## src/rtl/dma_chan.sv

```systemverilog
module dma_chan #(
  parameter int W    = 16,
  parameter int SELW = 4
) (
  input  logic                  clk,
  input  logic                  rst_n,
  input  logic                  reg_we,
  input  logic [1:0]            reg_addr,
  input  logic [W-1:0]          reg_wdata,
  output logic [W-1:0]          reg_rdata,
  input  logic [(1<<SELW)-1:0]  req_in,
  output logic                  mem_rd,
  output logic                  mem_wr,
  output logic                  mem_size16,
  output logic [W-1:0]          mem_addr,
  output logic [15:0]           mem_wdata,
  input  logic [15:0]           mem_rdata,
  output logic                  done
);
  localparam int B_SIZE = 0;
  localparam int B_REQ  = 2;
  localparam int B_EN   = 3;
  localparam int B_SFWD = 4;
  localparam int B_DFWD = 5;
  localparam int B_SEL  = 8;

  typedef enum logic [1:0] {ST_IDLE, ST_RD, ST_WR} st_t;
  st_t st;

  logic size16_q, sfwd_q, dfwd_q, req_q, en_q, prev_q, done_q;
  logic [SELW-1:0] sel_q;
  logic [W-1:0] src_base, dst_base, src_ptr, dst_ptr, cnt_base, cnt;
  logic [W-1:0] ctl_rd;

  wire ctl_wr  = reg_we && reg_addr == 2'd0;
  wire sel_now = req_in[sel_q];
  wire rise    = sel_now & ~prev_q;
  wire start   = (st == ST_IDLE) && en_q && req_q && !ctl_wr;
  wire last    = cnt == W'(1);
  wire [W-1:0] step = size16_q ? W'(2) : W'(1);

  always_ff @(posedge clk or negedge rst_n) begin
    if (!rst_n) begin
      st       <= ST_IDLE;
      size16_q <= 1'b0;
      sfwd_q   <= 1'b0;
      dfwd_q   <= 1'b0;
      req_q    <= 1'b0;
      en_q     <= 1'b0;
      prev_q   <= 1'b0;
      done_q   <= 1'b0;
      sel_q    <= '0;
      src_base <= '0;
      dst_base <= '0;
      src_ptr  <= '0;
      dst_ptr  <= '0;
      cnt_base <= '0;
      cnt      <= '0;
    end else begin
      prev_q <= sel_now;
      done_q <= 1'b0;

      if (ctl_wr)     req_q <= reg_wdata[B_REQ] | rise;
      else if (start) req_q <= rise;
      else if (rise)  req_q <= 1'b1;

      if (ctl_wr) begin
        size16_q <= reg_wdata[B_SIZE];
        sfwd_q   <= reg_wdata[B_SFWD];
        dfwd_q   <= reg_wdata[B_DFWD];
        sel_q    <= reg_wdata[B_SEL +: SELW];
        en_q     <= reg_wdata[B_EN];
        st       <= ST_IDLE;
        if (reg_wdata[B_EN]) begin
          if (reg_wdata[B_SFWD]) src_ptr <= src_base;
          if (reg_wdata[B_DFWD]) dst_ptr <= dst_base;
          cnt <= cnt_base;
        end
      end else begin
        case (st)
          ST_IDLE: if (start) st <= ST_RD;
          ST_RD:   st <= ST_WR;
          ST_WR: begin
            st <= ST_IDLE;
            if (sfwd_q) src_ptr <= src_ptr + step;
            if (dfwd_q) dst_ptr <= dst_ptr + step;
            cnt <= cnt - W'(1);
            if (last) begin
              en_q   <= 1'b0;
              done_q <= 1'b1;
            end
          end
          default: st <= ST_IDLE;
        endcase
      end

      if (reg_we && reg_addr == 2'd1) begin
        src_base <= reg_wdata;
        src_ptr  <= reg_wdata;
      end
      if (reg_we && reg_addr == 2'd2) begin
        dst_base <= reg_wdata;
        dst_ptr  <= reg_wdata;
      end
      if (reg_we && reg_addr == 2'd3) cnt_base <= reg_wdata;
    end
  end

  always_comb begin
    ctl_rd = '0;
    ctl_rd[B_SIZE] = size16_q;
    ctl_rd[B_REQ]  = req_q;
    ctl_rd[B_EN]   = en_q;
    ctl_rd[B_SFWD] = sfwd_q;
    ctl_rd[B_DFWD] = dfwd_q;
    ctl_rd[B_SEL +: SELW] = sel_q;
  end

  always_comb begin
    case (reg_addr)
      2'd0:    reg_rdata = ctl_rd;
      2'd1:    reg_rdata = src_ptr;
      2'd2:    reg_rdata = dst_ptr;
      default: reg_rdata = cnt;
    endcase
  end

  assign mem_rd     = st == ST_RD;
  assign mem_wr     = st == ST_WR;
  assign mem_addr   = (st == ST_WR) ? dst_ptr : src_ptr;
  assign mem_wdata  = mem_rdata;
  assign mem_size16 = size16_q;
  assign done       = done_q;
endmodule

```

## config.mk

```make
export PLATFORM = sky130hd
export DESIGN_NAME = dma_chan
export DESIGN_NICKNAME = d
export VERILOG_FILES = /design/src/rtl/dma_chan.sv
export SDC_FILE = /design/constraint.sdc
export NUM_CORES = 1
export LEC_CHECK = 0
export ABC_AREA = 0
export BUFFER_PORTS_ARGS = -buffer_cell sky130_fd_sc_hd__buf_4
export CAP_MARGIN = 20
export CORE_UTILIZATION = 35
export DETAILED_ROUTE_END_ITERATION = 10
export GPL_ROUTABILITY_DRIVEN = 1
export PLACE_DENSITY = 0.52
export SLEW_MARGIN = 0
export SYNTH_ARGS = -nofsm -noshare
export SYNTH_HDL_FRONTEND = slang
export SYNTH_SLANG_ARGS = --single-unit
```

## constraint.sdc

```tcl
create_clock -name clk -period 5.4 [get_ports clk]
set_input_delay 1.08 -clock clk [delete_from_list [all_inputs] [get_ports clk]]
set_output_delay 1.08 -clock clk [all_outputs]
set_load 0.005 [all_outputs]
```

## Word level (Yosys, flattened, before mapping)

Cells that the tools add are included.
W data, S select, Z words.

| storage, ports and cells | value |
|---|---|
| register bits after elaboration | 109 |
| bits of input ports | 53 |
| output and inout port bits | 52 |

| operators by class | value |
|---|---|
| add/sub/neg operators | 3 |
| order comparisons | 1 |
| equality and inequality tests | 12 |
| muxes and demuxes | 32 |
| bitwise gates (word level) | 3 |
| reductions and logical operators | 21 |

Operator list:

| operator | number |
|---|---|
| $mux W16 | 16 |
| $pmux W16 S3 | 1 |
| $add A16 B2 Y16 | 2 |
| $eq A16 B1 Y1 const B | 1 |
| $sub A16 B1 Y16 const B | 1 |
| $reduce_bool A3 Y1 | 5 |
| $ne A3 B2 Y1 const B | 4 |
| $mux W1 | 10 |
| $reduce_and A4 Y1 | 2 |
| $logic_and A1 B1 Y1 | 7 |
| $eq A2 B2 Y1 const B | 3 |
| $mux W2 | 3 |
| $lt A4 B5 Y1 const B | 1 |
| $bmux W1 S4 | 1 |
| $eq A2 B1 Y1 const B | 2 |
| $logic_not A2 Y1 | 2 |
| $pmux W2 S2 | 1 |
| $reduce_and A2 Y1 | 2 |
| $reduce_bool A2 Y1 | 2 |
| $ne A3 B3 Y1 const B | 1 |
| $ne A2 B2 Y1 const B | 1 |
| $and A1 B1 Y1 | 1 |
| $logic_not A1 Y1 | 1 |
| $not A1 Y1 | 1 |
| $or A1 B1 Y1 | 1 |

## Longest topological paths before layout

Gate-level depths: netlist of the first run.

| logic depth | value |
|---|---|
| word-level depth | 7 |
| depth in mapped cells | 9 |
| depth with buffers taken out | 9 |

## Least setup slack after synthesis of the first run

No wires, ideal clock.

| path | value |
|---|---|
| path type | input -> output |
| start point | input port reg_addr[0] |
| end point | output port reg_rdata[8] |
| data arrival time | 2.053 ns |
| required time | 4.320 ns |
| path slack | 2.267 ns |
| stages on the path | 3 |
| path buffers | 2 |
| path through | buf_4 buf_2 mux4_1 |

| between the ends | value |
|---|---|
| cells in the longest elaborated chain, start to end | 2 |
| elaborated cells between the ends (all ways) | 4 |
| those cells by class | eq/ne: 2; mux: 1; reduce/logical: 1 |

RTL lines:

| item | line | source |
|---|---|---|
| from (decl) | 8 | `input logic [1:0] reg_addr,` |
| $eq A2 B2 Y1, or another cell as far along | 120 | `case (reg_addr)` |
| $pmux W16 S3 * | 120 |  |
| to (decl) | 10 | `output logic [W-1:0] reg_rdata,` |

Every way passes the cells marked *; elsewhere a longest branch is shown, timed or not.

## Final worst setup path of the first run

| path | value |
|---|---|
| start point | input port reg_addr[0] |
| end point | output port reg_rdata[15] |

The elaborated chain is that of the path after synthesis.

==> results of run 1 <==
## stage by stage
| stage | util [%] | area (um2) | instances | worst slack, ns | hold slack [ns] |
|---|---|---|---|---|---|
| 2_1_floorplan | - | 6700 | 769 | 2.27 | 0.438 |
| 3_3_place_gp | 38.6 | 7250 | 1016 | 1.54 | 0.458 |
| 3_5_place_dp | 38.7 | 7260 | 1017 | 1.55 | 0.456 |
| 4_1_cts | 40.3 | 7570 | 1033 | 1.55 | 0.475 |
| 5_1_grt | 40.5 | 7590 | 1034 | 1.41 | 0.502 |
| 6_report | 40.5 | 7590 | 1034 | 1.53 | 0.480 |
## critical path, stage by stage
cell and delay (ns):
buf_4 0.49, nor2b_1 0.73, nand2_1 0.10, o21ai_0 0.17, buf_4 0.18
## worst max-delay path by stage
stage / from / endpoint / slack (ns) / cells after the start
after floorplan: reg_addr[0] / reg_rdata[8] / 2.27 / 3
after global placement: reg_addr[0] / reg_rdata[15] / 1.54 / 5
after detailed placement: reg_addr[0] / reg_rdata[15] / 1.55 / 5
after CTS: reg_addr[0] / reg_rdata[15] / 1.55 / 5
after global routing: reg_addr[0] / reg_rdata[15] / 1.41 / 5
final: reg_addr[0] / reg_rdata[15] / 1.53 / 5
## state kept, by name, summed over array words and instances, names as in the netlist, 2 cells and up
register,count
cnt,16
src_base,16
st,2
dst_base,16
dst_ptr,16
sel_q,4
cnt_base,16
src_ptr,16
## kinds of logic after synthesis
| group | synth area share (%) |
|---|---|
| and+or+nand+nor | 20.4 |
| muxes | 12.4 |
| xor gates and xnor gates | 0.261 |
| adders and majority gates | 1.72 |
| buffers and inverters | 6.57 |
| DFF | 40.7 |
| AOI/OAI and AO/OA | 17.9 |
## per-layer routing
layer | GRT usage (%) | vias to the layer above | share of wire, %
met1 | 32.3 | 2972 | 44
met2 | 36.8 | 256 | 45
met5 | 0 | - | 0
li1 | - | 2774 | -
met3 | 4.96 | 42 | 7.1
met4 | 10.4 | 0 | 3.6
## layout make-up
class | instances | share of cell area [%]
clock buffers | 12 | 3.11
clock inverters | 4 | 0.956
inverters | 19 | 0.939
multi-input cells | 573 | 46.7
flip-flops and latches | 109 | 35.9
well taps | 234 | 3.86
repair buffers | 83 | 8.52
## report_power, final
part	internal, W	switching [W]	leakage (nW)
Combinational	0.000504	0.000569	1.86
Clock	0.000407	0.000305	0.147
Sequential	0.00104	0.000352	1.32
## Yosys cell counts, drive strengths merged (2+ instances only)
| cell type | number | area share (%) |
|---|---|---|
| a211oi | 6 | 0.67 |
| a21o | 4 | 0.45 |
| a21oi | 62 | 4.6 |
| a2bb2oi | 2 | 0.26 |
| a311oi | 5 | 0.65 |
| a31oi | 14 | 1.3 |
| a32oi | 2 | 0.26 |
| a41oi | 2 | 0.26 |
| and2 | 3 | 0.28 |
| and3 | 3 | 0.28 |
| buf | 43 | 4.0 |
| clkbuf | 25 | 1.5 |
| dfrtp | 109 | 41 |
| fa | 2 | 0.60 |
| ha | 6 | 1.1 |
| inv | 19 | 1.1 |
| mux2 | 28 | 4.7 |
| mux2i | 23 | 3.5 |
| mux4 | 12 | 4.3 |
| nand2 | 171 | 9.6 |
| nand2b | 6 | 0.56 |
| nand3 | 21 | 1.6 |
| nand3b | 2 | 0.22 |
| nand4 | 10 | 0.93 |
| nor2 | 40 | 2.3 |
| nor2b | 9 | 0.84 |
| nor3 | 16 | 1.3 |
| nor3b | 4 | 0.60 |
| nor4 | 4 | 0.56 |
| nor4b | 2 | 0.49 |
| o211ai | 3 | 0.34 |
| o21ai | 69 | 5.3 |
| o221ai | 3 | 0.39 |
| o22a | 6 | 0.78 |
| o22ai | 8 | 0.75 |
| o31ai | 4 | 0.45 |
| or3 | 4 | 0.37 |
| xor2 | 2 | 0.26 |
==> metrics.md, run 1 <==
| Metric | Value |
|---|---|
| Run status | `finished clean` |
| Cell count after synthesis | `769` |
| Via count | `6,044` |
| PD cells | `418 mW/mm2` |
| Async SR Flop Fraction | `100%` |
| PnR Total Power | `0.00317 W` |
| Syn avg cell area | `8.72 um2` |
| Io pins | `105` |
| Total GRT Usage | `23.9%` |
| CP endpoint kind | `output port` |
| CTS Buf Count | `9` |
| CP Data Required Time | `4.32 ns` |
| MaxCap Viol Count | `0` |
| CTS tree | `yes` |
| Root buffer cell | `clkbuf_16` |
| Core area | `0.0188 mm2` |
| Final HPWL DP | `16,400 um` |
| Most frequent cells in the layout | `nand2_1 (171), dfrtp_1 (109), buf_4 (81), o21ai_0 (66), a21oi_1 (62)` |
| Register area | `0.00273 mm2` |
| Initial antenna violation count | `0` |
| Slew of the pin with the lowest slew margin | `1.09 ns` |
| Row count | `50` |
| Fin nets | `856` |
| Commonest non-fill, non-tap cell in the layout | `nand2_1` |
| RSZ-0062 raised after global routing | `false` |
| Setup CP Type | `input pin to output port` |
| Primary FF master, synth | `dfrtp_1` |
| Starting Density | `35.7%` |
| Post-synth EDFFs | `0` |
| Antenna Nets Post-Route | `0` |
| Layout area overhead | `13.3%` |
| Syn nets | `830` |
| Yosys warns | `0` |
| Post-route DRC | `0` |
| Minimum clock period | `3.87 ns` |
| RR Startpoint | `mem_size16` |
| Die Area | `0.0197 mm2` |
| Critical path launch point type | `input pin` |
| Post-synthesis register bit count | `109` |
| Final TNS setup | `0 ns` |
| Max FO, Critical Path | `39` |
| Clk buf depth | `2` |
| Share of layout cells above drive strength 1 | `18.3%` |
| First-pass GRT wire length | `35,000 um` |
| Die Span X | `140 um` |
| PortBufs | `72` |
| Reg2reg path depth | `9` |
| Vias in the first global route | `5,829` |
| Iteration-0 DRC Markers | `697` |
| Synth cell types | `68` |
| CTS clk-pin slew, worst paths | `0.07 ns` |
| Final setup viols | `0` |
| Fillers | `1,895` |
| Hold-fix buffers at CTS | `0` |
| Vertical die dimension | `140 um` |
| N_diodes | `0` |
| Fmax | `258 MHz` |
| DRT Wirelength | `22,800 um` |
| Post-CTS setup buffers | `0` |
| First-pass DRT Iterations | `7` |
| Num Clock Sinks | `109` |
| Clock skew | `0.00987 ns` |
| Max-slew violations | `0` |
| Max-Slew Margin vs Limit | `27.1%` |
| # resized after CTS | `0` |
| Reg2reg setup slack | `2.44 ns` |
| Worst Path Arrival | `2.79 ns` |
| Grt ovf | `0` |
| Final Hold Fails | `0` |
| Worst skew pair latency | `0.35 ns` |
| Area of the multi-input gates | `0.00355 mm2` |
| Peak VDD IR | `0.159 mV` |
| Hold Path Sink | `src_base[4]` |
| Critical R2R Capture | `dst_ptr[10]` |
| Sequential fraction of the synthesis area | `40.7%` |
| Wirelength per Cell | `22.0 um` |
| H-tree depth | `3` |
| Pin count of the biggest net entering global routing | `79` |
| Type of the worst min-delay path | `flop to flop` |
| Hold wc startpoint | `src_base[4]` |
| Vias per cell | `5.85` |
| Leakage | `3.33 nW` |
| Placer Congestion | `0.877` |
| Hold-critical path depth | `2` |
| Final worst-path cycle share | `71.8%` |
| Mapped cell area | `0.00670 mm2` |
No activity file was read; power rests on OpenSTA's default activity.
==> run 2: changes to the inputs <==
- PLACE_DENSITY: 0.52 -> 0.54
- clock period: 5.4 -> 3.2 ns (I/O delays scaled with it)
==> metrics.md, run 2 (synthesis gave the netlist of run 1 again) <==
| Metric | Value |
|---|---|
| N_diodes | `0` |
| Iteration-0 DRC Markers | `454` |
| CTS tree | `yes` |
| Commonest non-fill, non-tap cell in the layout | `nand2_1` |
| Final setup viols | `0` |
| Final Hold Fails | `0` |
| Type of the worst min-delay path | `input pin to async pin` |
| Leakage | `3.42 nW` |
| Final TNS setup | `0 ns` |
| Clock skew | `0.00778 ns` |
| Via count | `5,988` |
| Io pins | `105` |
| Fillers | `1,909` |
| Vias in the first global route | `5,719` |
| CP endpoint kind | `flop` |
| Wirelength per Cell | `21.2 um` |
| Max-slew violations | `0` |
| Initial antenna violation count | `0` |
| Register area | `0.00273 mm2` |
| Fmax | `366 MHz` |
| Die Area | `0.0197 mm2` |
| Total GRT Usage | `23.5%` |
| RR Startpoint | `mem_size16` |
| Vias per cell | `5.69` |
| Peak VDD IR | `0.298 mV` |
| Starting Density | `35.7%` |
| PnR Total Power | `0.00543 W` |
| Max FO, Critical Path | `7` |
| Slew of the pin with the lowest slew margin | `0.747 ns` |
| Row count | `50` |
| Post-route DRC | `0` |
| Worst hold slack | `0.308 ns` |
| Fin util | `41.3%` |
| Worst skew pair latency | `0.36 ns` |
| Clk buf depth | `2` |
| Reg2reg setup slack | `0.47 ns` |
| Reg2reg path depth | `9` |
| Share of layout cells above drive strength 1 | `20.3%` |
| Worst Path Arrival | `2.97 ns` |
| CP Data Required Time | `3.44 ns` |
| Antenna Nets Post-Route | `0` |
| Vertical die dimension | `140 um` |
| Root buffer cell | `clkbuf_16` |
| Final worst-path cycle share | `85.4%` |
| Setup CP Type | `flop to flop` |
| Layout area overhead | `15.6%` |
| Fin nets | `874` |
| Post-route cell area | `0.00775 mm2` |
| Max-Slew Margin vs Limit | `49.9%` |
| PortBufs | `72` |
| Post-CTS setup buffers | `0` |
| Hold-fix buffers at CTS | `0` |
| Critical path launch point type | `flop` |
| H-tree depth | `3` |
| DRT Wirelength | `22,300 um` |
| Area of the multi-input gates | `0.00355 mm2` |
| CTS Buf Count | `9` |
| Placer Congestion | `0.866` |
| Die Span X | `140 um` |
| Pin count of the biggest net entering global routing | `48` |
| Grt ovf | `0` |
| MaxCap Viol Count | `0` |
| Num Clock Sinks | `109` |
| CTS clk-pin slew, worst paths | `0.07 ns` |
| Critical R2R Capture | `dst_ptr[10]` |
| Most frequent cells in the layout | `nand2_1 (171), dfrtp_1 (109), buf_4 (99), o21ai_0 (66), a21oi_1 (62)` |
| Core area | `0.0188 mm2` |
| First-pass DRT Iterations | `7` |
| PD cells | `700 mW/mm2` |
| RSZ-0062 raised after global routing | `false` |
| Final HPWL DP | `16,400 um` |
| Run status | `finished clean` |
| # resized after CTS | `0` |
| First-pass GRT wire length | `34,600 um` |
| DP Area | `0.00742 mm2` |
| Minimum clock period | `2.73 ns` |
-- run 2: cell types whose count changed in the layout (fill, tap and decap cells not counted), sizes merged --
cell,before,now
clkinvlp,1,2
buf,83,101
clkbuf,12,11
-- run 2: worst max-delay path, cell delays in order, from the launching register on --
cell and delay (ns):
dfrtp_1 0.45, inv_1 0.23, ha_1 0.23, inv_1 0.06, fa_1 0.42, nand4b_1 0.30, nor2_1 0.47, a21oi_1 0.13
a311oi_1 0.23, nor3_1 0.09
-- run 2: how the worst max path moves through the flow --
stage	startpoint	to	slack, ns	cells after the start
final	mem_size16	dst_ptr[10]	0.47	9
after global routing	mem_size16	dst_ptr[10]	0.35	9
after CTS	mem_size16	dst_ptr[10]	0.53	9
after detailed placement	mem_size16	dst_ptr[10]	0.55	9
after global placement	mem_size16	dst_ptr[10]	0.67	9
after floorplan	mem_size16	dst_ptr[10]	0.94	9
-- run 2: stage by stage --
stage               instances  setup WS [ns]
global route             1052          0.352
finish                   1052          0.468
CTS                      1052          0.535
floorplan                 769          0.936
detailed placement       1036          0.549
global placement         1036          0.670
-- run 2: final cells by class --
class	instances	area share, %
clock buffers	11	3.13
well taps	234	3.78
multi-input cells	573	45.8
repair buffers	101	10.1
clock inverters	5	1.08
flip-flops and latches	109	35.2
inverters	19	0.921
-- run 2: metal layers --
| layer | GRT usage, % | wire (um) |
|---|---|---|
| met5 | 0 | 0 |
| met4 | 7.98 | 554 |
| met3 | 3.56 | 1420 |
| met2 | 35.8 | 9960 |
| met1 | 33.8 | 10400 |
-- run 2: report_power, final --
part           total [W]  internal, W  switching (W)
combinational    0.00182     0.000863       0.000954
clock            0.00124     0.000710       0.000534
sequential       0.00236      0.00175       0.000619
total            0.00543      0.00332        0.00211
